--- config.mk ---
export PLATFORM = sky130hd
export DESIGN_NAME = simd_lane_issuer
export DESIGN_NICKNAME = d
export VERILOG_FILES = /design/src/rtl/lane_issue_pkg.sv /design/src/rtl/lane_ctl_fifo.sv /design/src/rtl/sync_gate.sv /design/src/rtl/simd_lane_issuer.sv
export SDC_FILE = /design/constraint.sdc
export NUM_CORES = 1
export LEC_CHECK = 0
export BUFFER_PORTS_ARGS = -buffer_cell sky130_fd_sc_hd__clkbuf_2
export CORE_MARGIN = 4
export CORE_UTILIZATION = 50
export DETAILED_ROUTE_END_ITERATION = 10
export GPL_ROUTABILITY_DRIVEN = 1
export MAX_ROUTING_LAYER = met4
export PLACE_DENSITY = 0.69
export SETUP_SLACK_MARGIN = 0.5
export SLEW_MARGIN = 20
export SYNTH_ARGS = -nofsm -noshare
export SYNTH_HDL_FRONTEND = slang
export SYNTH_SLANG_ARGS = --single-unit
--- constraint.sdc ---
create_clock -name clk -period 8.1 [get_ports clk]
set_input_delay 1.62 -clock clk [delete_from_list [all_inputs] [get_ports clk]]
set_output_delay 1.62 -clock clk [all_outputs]
set_load 0.01 [all_outputs]
--- src/rtl/lane_issue_pkg.sv ---
package lane_issue_pkg;

  typedef enum logic {
    SYNC_EXPLICIT   = 1'b0,
    SYNC_BEFORE_MEM = 1'b1
  } sync_mode_e;

  function automatic logic needs_realign(sync_mode_e mode, logic is_mem, logic is_sync);
    return is_sync || ((mode == SYNC_BEFORE_MEM) && is_mem);
  endfunction

endpackage

--- src/rtl/lane_ctl_fifo.sv ---
module lane_ctl_fifo #(
  parameter int WIDTH = 16,
  parameter int DEPTH = 4,
  localparam int OCC_W = $clog2(DEPTH + 1),
  localparam int PTR_W = (DEPTH > 1) ? $clog2(DEPTH) : 1
) (
  input  logic             clk,
  input  logic             rst_n,
  input  logic             push,
  input  logic [WIDTH-1:0] wr_data,
  input  logic             pop,
  output logic [WIDTH-1:0] rd_data,
  output logic             empty,
  output logic             full,
  output logic [OCC_W-1:0] count
);

  logic [WIDTH-1:0] mem [DEPTH];
  logic [PTR_W-1:0] wr_ptr, rd_ptr;

  function automatic logic [PTR_W-1:0] step(logic [PTR_W-1:0] p);
    return (p == PTR_W'(DEPTH - 1)) ? '0 : p + 1'b1;
  endfunction

  always_ff @(posedge clk or negedge rst_n) begin
    if (!rst_n) begin
      wr_ptr <= '0;
      rd_ptr <= '0;
      count  <= '0;
    end else begin
      if (push) wr_ptr <= step(wr_ptr);
      if (pop)  rd_ptr <= step(rd_ptr);
      count <= count + OCC_W'(push) - OCC_W'(pop);
    end
  end

  always_ff @(posedge clk) begin
    if (push) mem[wr_ptr] <= wr_data;
  end

  assign rd_data = mem[rd_ptr];
  assign empty   = (count == '0);
  assign full    = (count == OCC_W'(DEPTH));

  assert_no_overflow_R6: assert property (@(posedge clk) disable iff (!rst_n)
    push |-> (int'(count) < DEPTH || pop));

  assert_no_underflow_R5: assert property (@(posedge clk) disable iff (!rst_n)
    pop |-> (count != '0));

  assert_count_track_R10: assert property (@(posedge clk) disable iff (!rst_n)
    (push && !pop) |=> (int'(count) == int'($past(count)) + 1));

endmodule

--- src/rtl/sync_gate.sv ---
module sync_gate
  import lane_issue_pkg::*;
#(
  parameter int LANES = 4
) (
  input  logic             sync_mode,
  input  logic             in_valid,
  input  logic             in_is_mem,
  input  logic             in_is_sync,
  input  logic [LANES-1:0] lane_empty,
  input  logic [LANES-1:0] lane_full,
  input  logic [LANES-1:0] lane_stall,
  output logic             in_ready,
  output logic             barrier_active
);

  logic need, drained, space_all;

  always_comb begin
    need      = needs_realign(sync_mode_e'(sync_mode), in_is_mem, in_is_sync);
    drained   = (&lane_empty) && !(|lane_stall);
    space_all = !(|lane_full);
    in_ready       = space_all && (!need || drained);
    barrier_active = in_valid && need && !drained;
  end

endmodule

--- src/rtl/simd_lane_issuer.sv ---
module simd_lane_issuer #(
  parameter int LANES      = 4,
  parameter int INSTR_W    = 16,
  parameter int FIFO_DEPTH = 4,
  localparam int OCC_W = $clog2(FIFO_DEPTH + 1)
) (
  input  logic                     clk,
  input  logic                     rst_n,
  input  logic                     sync_mode,
  input  logic                     in_valid,
  output logic                     in_ready,
  input  logic [INSTR_W-1:0]       in_instr,
  input  logic                     in_is_mem,
  input  logic                     in_is_sync,
  output logic [LANES-1:0]         lane_valid,
  input  logic [LANES-1:0]         lane_ready,
  output logic [LANES*INSTR_W-1:0] lane_instr,
  input  logic [LANES-1:0]         lane_stall,
  output logic [LANES*OCC_W-1:0]   lane_occ,
  output logic                     barrier_active
);

  logic [LANES-1:0] q_empty, q_full, q_pop;
  logic [OCC_W-1:0] q_cnt [LANES];
  logic             accept;
  logic             all_zero;

  assign accept = in_valid && in_ready;

  sync_gate #(.LANES(LANES)) u_gate (
    .sync_mode      (sync_mode),
    .in_valid       (in_valid),
    .in_is_mem      (in_is_mem),
    .in_is_sync     (in_is_sync),
    .lane_empty     (q_empty),
    .lane_full      (q_full),
    .lane_stall     (lane_stall),
    .in_ready       (in_ready),
    .barrier_active (barrier_active)
  );

  for (genvar g = 0; g < LANES; g++) begin : g_lane
    lane_ctl_fifo #(.WIDTH(INSTR_W), .DEPTH(FIFO_DEPTH)) u_fifo (
      .clk     (clk),
      .rst_n   (rst_n),
      .push    (accept),
      .wr_data (in_instr),
      .pop     (q_pop[g]),
      .rd_data (lane_instr[g*INSTR_W +: INSTR_W]),
      .empty   (q_empty[g]),
      .full    (q_full[g]),
      .count   (q_cnt[g])
    );

    assign lane_valid[g] = !q_empty[g] && !lane_stall[g];
    assign q_pop[g]      = lane_valid[g] && lane_ready[g];
    assign lane_occ[g*OCC_W +: OCC_W] = q_cnt[g];

    assert_stall_holds_R4: assert property (@(posedge clk) disable iff (!rst_n)
      lane_stall[g] |=> (q_cnt[g] >= $past(q_cnt[g])));
  end

  always_comb begin
    all_zero = 1'b1;
    for (int i = 0; i < LANES; i++) if (q_cnt[i] != '0) all_zero = 1'b0;
  end

  assert_sync_drained_R7: assert property (@(posedge clk) disable iff (!rst_n)
    (accept && in_is_sync) |-> (all_zero && !(|lane_stall)));

  assert_mem_drained_R9: assert property (@(posedge clk) disable iff (!rst_n)
    (accept && sync_mode && in_is_mem) |-> all_zero);

endmodule

# Word level (Yosys, flattened, before mapping)
# Memories as Yosys holds them, arrays and structs flattened.
# Cells that the tools add are included.
[word_totals] ramBits=256 out_inout_bits=82 memories=4 in_bits=30 ff_bits=28 elab_cells=89
[memory_table] name="g_lane[0].u_fifo.mem" words=4 width=16 rd=1 rd_ports_with_merged_regs=0 write_ports=1 line_no="lane_ctl_fifo.sv:18" source="logic [WIDTH-1:0] mem [DEPTH];"
[memory_table] name="g_lane[1].u_fifo.mem" words=4 width=16 rd=1 rd_ports_with_merged_regs=0 write_ports=1 line_no="lane_ctl_fifo.sv:18"
[memory_table] name="g_lane[2].u_fifo.mem" words=4 width=16 rd=1 rd_ports_with_merged_regs=0 write_ports=1 line_no="lane_ctl_fifo.sv:18"
[memory_table] name="g_lane[3].u_fifo.mem" words=4 width=16 rd=1 rd_ports_with_merged_regs=0 write_ports=1 line_no="lane_ctl_fifo.sv:18"
[op_classes] reduce_logical=35 n_mux=10 addsub=16 eq_ne=12
[ops] cell="$add A2 B1 Y2 const B" n=8
[ops] cell="$eq A2 B2 Y1 const B" n=8
[ops] cell="$mux W2" n=8
[ops] cell="$logic_and A1 B1 Y1" n=14
[ops] cell="$add A3 B1 Y3" n=4
[ops] cell="$eq A3 B3 Y1 const B" n=4
[ops] cell="$logic_not A1 Y1" n=12
[ops] cell="$logic_not A3 Y1" n=4
[ops] cell="$sub A3 B1 Y3" n=4
[ops] cell="$reduce_or A4 Y1" n=2
[ops] cell="$reduce_and A4 Y1" n=1
[ops] cell="$logic_or A1 B1 Y1" n=2
[ops] cell="$mux W1" n=2

# Longest topological paths before layout
# Gate-level depths: netlist of the first run.
[logic_depth] depth_word=8 ltp_mapped=10 depth_no_buf=10

# By module
# From an unflattened synthesis of the first run, not the netlist that was laid out.
[hier_totals] cells_unflattened=496 hier_area_um2=11159.5
[modules_own_cells] module="lane_ctl_fifo" cells_each=120 seq_area_each_um2=2097.0 area_each_um2=2761.4 n_inst=4
[modules_own_cells] module="simd_lane_issuer" cells_each=9 seq_area_each_um2=0.0 area_each_um2=71.3 n_inst=1
[modules_own_cells] module="sync_gate" cells_each=7 seq_area_each_um2=0.0 area_each_um2=42.5 n_inst=1

# Least setup slack after synthesis of the first run
# Ideal clock, no wire load.
[synth_path] kind="in2out" start="input port lane_stall[1]" end="output port barrier_active" setup_slack_ps=4145 arrival_ps=2335 required_time_ps=6480 path_buffers=0 cell_stages=3 path_cell_list="nor4_1 a41oi_1 and2_1"
[synth_between] elab_chain_cells=5
[synth_rtl] item="start, declared" line_no="simd_lane_issuer.sv:18" source="input logic [LANES-1:0] lane_stall,"
[synth_rtl] item="$reduce_or A4 Y1" line_no="sync_gate.sv:21" source="drained = (&lane_empty) && !(|lane_stall);"
[synth_rtl] item="$logic_not A1 Y1" line_no="sync_gate.sv:21"
[synth_rtl] item="$logic_and A1 B1 Y1" line_no="sync_gate.sv:21"
[synth_rtl] item="$logic_not A1 Y1" line_no="sync_gate.sv:24" source="barrier_active = in_valid && need && !drained;"
[synth_rtl] item="$logic_and A1 B1 Y1" line_no="sync_gate.sv:24"
[synth_rtl] item="end, declared" line_no="simd_lane_issuer.sv:20" source="output logic barrier_active"
# No other way between the ends.

# Worst setup path in the final report of the first run
# Ends and elaborated chain as after synthesis.

==> run metrics, run 1 <==
Core Area 21300 um2; CP Data Required Time 6.48 ns; port bufs 111; # DRC 0; setup TNS 0 ns; Final min period 4.21 ns; post-place setup slack 3.66 ns; worst-skew pair later-pin latency 0.53 ns; Antenna Cells 0; initial antenna violation count 0; P_leak 4.47 nW; ANT nets after route 0; Synth Instances 494; Clock Pin Slew Worst Setup and Hold Paths 0.05 ns; final RePlAce weighted congestion 0.817; FILL cells 1481; critical path peak fanout 3; CP max stage delay 0.28 ns; worst vdd ir 0.189 mV; Final nets 680; skew final 0.0152 ns; die area 24400 um2; aggregate global routing overflow 0; CTS max path bufs 3; num rows 53; final std cells w/o fill 914; cts repair resizes 0; Synthesized Nets 556; Crit Path Category in -> out; Synth Cell Area 11000 um2; PwrDens 343 nW/um2; critical path launch point type input port; setup bufs post-CTS 0; CP arrival 2.59 ns; post-synthesis sequential area ratio 0.765; synthesis-to-layout area growth 15.3%; post-DR wirelength/cell 22.1 um; total design power 4.34 mW; CP bufs+invs 2; DR vias 5041; Hold WC Path Type reg -> reg; FMAX 238 MHz; Max transition margin 0.413; Crit-path slowest cell nor4_1; CTS Root Buffer Type clkbuf_16; # IOs 112; CP endpoint kind output pin; share of the synthesized area in the top cell type 0.701; largest net degree at the start of global routing 29; max-cap violations 0; Die Wd 156 um; placed insts 862; CTS tree built; unrepaired setup endpoints after global routing no; H-tree depth 1; total track usage 0.174; CTS Sinks 284; final hold violations 0; DPL Wire Length 13200 um; first-pass GRT wire length 31900 um; chip height 156 um; delay-heaviest family, CP simple AND/OR/NAND/NOR gates; Via density 5.52; PnR worst setup slack 3.89 ns; period utilisation layout 0.519; layout cell share with drive strength beyond 1 0.362; TritonRoute pass-1 iters 4; syn avg cell area 22.2 um2; final WL 20200 um; Yosys reg bits 284; DRT iter0 DRCs 342; Worst R2R Setup Slack 4.99 ns; number of global-route vias before repair 5449; final setup vio count 0; Max Slew Vio Count 0; status finished clean; Synth area leaders edfxtp_1 70%, mux4_2 13%, dfrtp_1 6.4%; Initial Util 0.515; Critical Path, Cell by Cell clkbuf_2, nor4_1, a41oi_1, and2_1, clkbuf_2; Yosys top cell by area edfxtp_1; post-synth cell types 24; Worst-Margin Slew 0.881 ns; CTS Buf Count 28; CTS hold repair buffers 0; Synth Warn # 0; most used cell, CP clkbuf_2
## cell type report
class	instances	area, um2	share of cell area
inverter	24	90.1	0.00712
multi-input combinational	168	2400	0.190
timing repair buffer	112	567	0.0448
clock buffer	43	808	0.0639
tap	275	344	0.0272
sequential	284	8390	0.664
clock inverter	8	42.5	0.00336
## registers in the layout, summed over array words and instances (netlist names)
name	count
g_lane.u_fifo.mem	256
g_lane.u_fifo.count	12
g_lane.u_fifo.wr_ptr	8
g_lane.u_fifo.rd_ptr	8
## synth_stat cells
master	instances
a21oi_1	1
a32oi_1	2
a41oi_1	1
and2_1	21
buf_2	9
buf_6	1
clkbuf_1	8
dfrtp_1	28
edfxtp_1	256
fa_1	4
ha_1	28
inv_1	24
mux2_1	3
mux2_2	13
mux4_2	64
nand2_1	1
nor2_1	14
nor2b_1	2
nor3_1	3
nor3b_4	1
nor4_1	1
or3_1	1
xnor2_1	6
xor2_1	2
## cells by family after synthesis
| family | synth area share |
|---|---|
| compound gates | 0.00285 |
| xor+xnor | 0.00639 |
| fa+ha+maj | 0.0393 |
| buf+inv | 0.0161 |
| flops | 0.765 |
| mux | 0.148 |
| simple gates | 0.0225 |
## layer usage
layer,track usage,wire length [um],vias up
li1,-,-,2217
met1,0.247,8770,2649
met2,0.270,9890,146
met3,0.0297,1210,29
met4,0.0409,289,0
met5,-,0,-
## cell usage in the layout (no fill, tap or decap)
| cell | count |
|---|---|
| fa_1 | 4 |
| clkinv_2 | 3 |
| nor2_1 | 14 |
| and2_1 | 21 |
| mux2_1 | 3 |
| xnor2_1 | 6 |
| buf_6 | 1 |
| clkbuf_1 | 11 |
| clkbuf_16 | 29 |
| clkinv_1 | 3 |
| dfrtp_2 | 4 |
| a41oi_1 | 1 |
| nor3b_4 | 1 |
| nand2_1 | 1 |
| dfrtp_1 | 24 |
| clkbuf_8 | 3 |
| clkinvlp_4 | 1 |
| nor3_1 | 3 |
| nor4_1 | 1 |
| ha_1 | 28 |
| a32oi_1 | 2 |
| clkinv_4 | 1 |
| a21oi_1 | 1 |
| edfxtp_1 | 256 |
| clkbuf_2 | 111 |
| xor2_1 | 2 |
| mux2_2 | 13 |
| mux4_2 | 64 |
| or3_1 | 1 |
| nor2b_1 | 2 |
| inv_1 | 24 |
## path summary, 6_finish.rpt
kind,startpoint,to,depth (start not counted)
worst max register to register,g_lane[2].u_fifo.count[2]$_DFF_PN0_,g_lane[1].u_fifo.mem[0][3]$_DFFE_PP_,6
min in group asynchronous,rst_n,g_lane[1].u_fifo.wr_ptr[1]$_DFFE_PN0P_,1
max in group asynchronous,rst_n,g_lane[3].u_fifo.rd_ptr[0]$_DFFE_PN0P_,1
worst min register to register,g_lane[0].u_fifo.count[2]$_DFF_PN0_,g_lane[0].u_fifo.count[2]$_DFF_PN0_,1
worst min-delay path,g_lane[0].u_fifo.count[2]$_DFF_PN0_,g_lane[0].u_fifo.count[2]$_DFF_PN0_,1
worst max-delay path,lane_stall[1],barrier_active,5
## metrics by stage
| step | cell area (um2) | util | hold WS, ns |
|---|---|---|---|
| after floorplan | 11000 | - | 0.534 |
| after global placement | 11800 | 0.553 | 0.516 |
| after detailed placement | 11800 | 0.553 | 0.540 |
| after CTS | 12600 | 0.593 | 0.546 |
| after global routing | 12600 | 0.594 | 0.574 |
| final | 12600 | 0.594 | 0.543 |
## where the power goes
group          total, mW  switching [mW]  internal (mW)
Sequential          2.06           0.268           1.79
Clock               1.19           0.506          0.684
Combinational       1.09           0.506          0.585
Total               4.34            1.28           3.06
Power figures use the tool's default switching activity.
==> inputs of run 2 (changes only) <==
ABC_AREA = 1   (was unset)
clock period = 3.95 ns   (was 8.1 ns; I/O delays follow)
==> run 2 against run 1 <==
- power grew 120%
- largest cell class unchanged
- sequential share of layout area shrank 2.0 points
- critical endpoint is now lane_instr[47]
- sequential power grew 90%
- area after synthesis grew 3.5%
==> run metrics, run 2 <==
status finished clean (unchanged); FILL cells 1694 (was 1481); num rows 54 (was 53); period utilisation layout 0.816; port bufs 111 (unchanged); Synth Warn # 0 (unchanged); Yosys top cell by area edfxtp_1 (unchanged); CP Data Required Time 3.16 ns (was 6.48 ns); Synth Instances 841 (was 494); setup TNS 0 ns (unchanged); largest net degree at the start of global routing 36 (was 29); Core Area 22100 um2 (was 21300 um2); final WL 23900 um (was 20200 um); PwrDens 724 nW/um2 (was 343 nW/um2); skew final 0.0147 ns (was 0.0152 ns); Antenna Cells 0 (unchanged); Synthesized Nets 903 (was 556); first-pass GRT wire length 36600 um (was 31900 um); CTS max path bufs 3 (unchanged); max FFs per register 256 (unchanged); critical path launch point type flip-flop (was input port); CTS Root Buffer Type clkbuf_16 (unchanged); post-synthesis sequential area ratio 0.739 (was 0.765); unrepaired setup endpoints after global routing no (unchanged); Initial Util 0.514 (was 0.515); worst-skew pair later-pin latency 0.53 ns (about the same); CTS Sinks 284 (unchanged); final setup vio count 0 (unchanged); Synth Cell Area 11400 um2 (was 11000 um2); DRT iter0 DRCs 517 (was 342); # IOs 112 (unchanged); CTS hold repair buffers 0 (unchanged); CP endpoint kind output pin (unchanged); FMAX 310 MHz; Commonest cells post-synth 256 x edfxtp_1, 138 x nor2_1, 136 x o21ai_0, 64 x o22ai_1, 58 x inv_1 (was 256 x edfxtp_1, 64 x mux4_2, 28 x dfrtp_1, 28 x ha_1, 24 x inv_1); main flop type after synthesis edfxtp_1 (unchanged); initial antenna violation count 0 (unchanged); most flop-heavy register g_lane.u_fifo.mem (unchanged); CP arrival 2.43 ns (was 2.59 ns); Synth area leaders edfxtp_1 68%, dfrtp_1 6.2%, o21ai_0 6.0% (was edfxtp_1 70%, mux4_2 13%, dfrtp_1 6.4%); most common cell after layout, fill and taps aside edfxtp_1 (unchanged); ys async rst share 0.0986 (unchanged); # DRC 0 (unchanged); total track usage 0.195 (was 0.174); CTS Buf Count 28 (unchanged); post-synth cell types 28 (was 24); design area 13000 um2 (was 12600 um2); Placed Instance Area 12200 um2 (was 11800 um2); aggregate global routing overflow 0 (unchanged); H-tree depth 1 (unchanged); synthesis-to-layout area growth 14.8% (was 15.3%); number of global-route vias before repair 6668 (was 5449); Final nets 1013 (was 680); Max transition margin 0.369 (was 0.413); critical path peak fanout 35 (was 3); worst vdd ir 0.371 mV (was 0.189 mV); number of flops mapped to enable cells by yosys 256 (unchanged); P_leak 4.80 nW (was 4.47 nW); die area 25200 um2 (was 24400 um2); syn avg cell area 13.5 um2 (was 22.2 um2); chip height 159 um (was 156 um); DR vias 6865 (was 5041); TritonRoute pass-1 iters 5 (was 4); Clock Pin Slew Worst Setup and Hold Paths 0.07 ns (was 0.05 ns); count leader, synth edfxtp_1 (unchanged); Worst-Margin Slew 0.945 ns (was 0.881 ns); Die Wd 159 um (was 156 um); Final min period 3.22 ns; final RePlAce weighted congestion 0.759 (was 0.817); Max Slew Vio Count 0 (unchanged); share of the synthesized area in the top cell type 0.677 (was 0.701); Top Registers g_lane.u_fifo.mem x256, g_lane.u_fifo.count x12 (unchanged); Yosys reg bits 284 (unchanged); Crit Path Category reg -> out (was in -> out); DPL Wire Length 14000 um (was 13200 um); Hold WC Path Type in -> async (was reg -> reg); CTS tree built (unchanged); post-DR wirelength/cell 19.1 um (was 22.1 um); final hold violations 0 (unchanged); ANT nets after route 0 (unchanged); max-cap violations 0 (unchanged); total design power 9.44 mW (was 4.34 mW); Via density 5.48 (was 5.52); layout cell share with drive strength beyond 1 0.192 (was 0.362); most frequent cells in the layout 256 x edfxtp_1, 138 x nor2_1, 136 x o21ai_0 (was 256 x edfxtp_1, 111 x clkbuf_2, 64 x mux4_2)
-- run 2: cell types whose count changed in the layout (fill, tap and decap cells not counted), moves of 9 or more --
cell	change
o21ai_0	+136
nor2_1	+124
mux4_2	-64
o22ai_1	+64
nand2_1	+35
inv_1	+33
and2_1	-21
mux2_2	-13
nor2_2	+11
nor2_4	+11
clkbuf_1	-9
-- run 2: critical path, cell delays in order, from the launching register on --
cell and delay, ns:
dfrtp_1 0.32, buf_4 0.33, clkinvlp_4 0.54, o21ai_0 0.39, o22ai_1 0.14, clkbuf_2 0.15
-- run 2: power breakdown --
group          internal [mW]  switching, mW
clock network           1.41           1.04
registers               3.64          0.279
logic                   1.03           2.03
total                   6.09           3.35
-- run 2: cell type report --
class,count,area [um2],share of cell area
timing repair buffer,119,616,0.0472
inverter,59,225,0.0173
multi-input combinational,459,2580,0.198
tap,280,350,0.0269
clock inverter,19,119,0.00912
sequential,284,8390,0.644
clock buffer,33,749,0.0575
-- run 2: path summary, 6_finish.rpt --
check | startpoint | end | slack (ns) | cells past startpoint
min | rst_n | g_lane[0].u_fifo.count[0]$_DFF_PN0_ | 0.32 | 1
min reg2reg | g_lane[1].u_fifo.wr_ptr[1]$_DFFE_PN0P_ | g_lane[1].u_fifo.wr_ptr[1]$_DFFE_PN0P_ | 0.55 | 2
max | g_lane[2].u_fifo.rd_ptr[0]$_DFFE_PN0P_ | lane_instr[47] | 0.73 | 5
max in group asynchronous | rst_n | g_lane[1].u_fifo.rd_ptr[1]$_DFFE_PN0P_ | 3.14 | 1
min in group clk | g_lane[1].u_fifo.wr_ptr[1]$_DFFE_PN0P_ | g_lane[1].u_fifo.wr_ptr[1]$_DFFE_PN0P_ | 0.55 | 2
max reg2reg | g_lane[0].u_fifo.count[1]$_DFF_PN0_ | g_lane[1].u_fifo.mem[0][10]$_DFFE_PP_ | 1.29 | 8
-- run 2: cell families after synthesis --
| kind of cell | after synthesis | share of synthesized area |
|---|---|---|
| AO/OA/AOI/OAI | 206 | 0.0981 |
| adder cells (fa/ha/maj) | 32 | 0.0379 |
| flip-flops | 284 | 0.739 |
| AND/OR/NAND/NOR | 214 | 0.0860 |
| buffers and inverters | 98 | 0.0338 |
| XOR/XNOR | 7 | 0.00540 |
-- run 2: metrics by stage --
stage / hold slack, ns / setup WS, ns / instances / util
finish: 0.317 / 0.728 / 1253 / 0.590
CTS: 0.324 / 0.634 / 1253 / 0.590
global placement: 0.519 / 0.966 / 1201 / 0.550
global route: 0.358 / 0.502 / 1253 / 0.590
detailed placement: 0.534 / 0.918 / 1201 / 0.550
floorplan: 0.492 / 1.36 / 841 / -
-- run 2: what timing repair did --
action | 4_1_cts | 5_1_grt
setup buffers | 0 | 0
setup endpoints to repair | 0 | 5
gates resized for setup | 0 | 1
-- run 2: routing by layer --
layer	global-route usage	routed length, um	share of wire
met1	0.263	10500	0.44
met2	0.313	11500	0.48
met3	0.0340	1550	0.065
met4	0.0455	437	0.018
met5	-	0	0
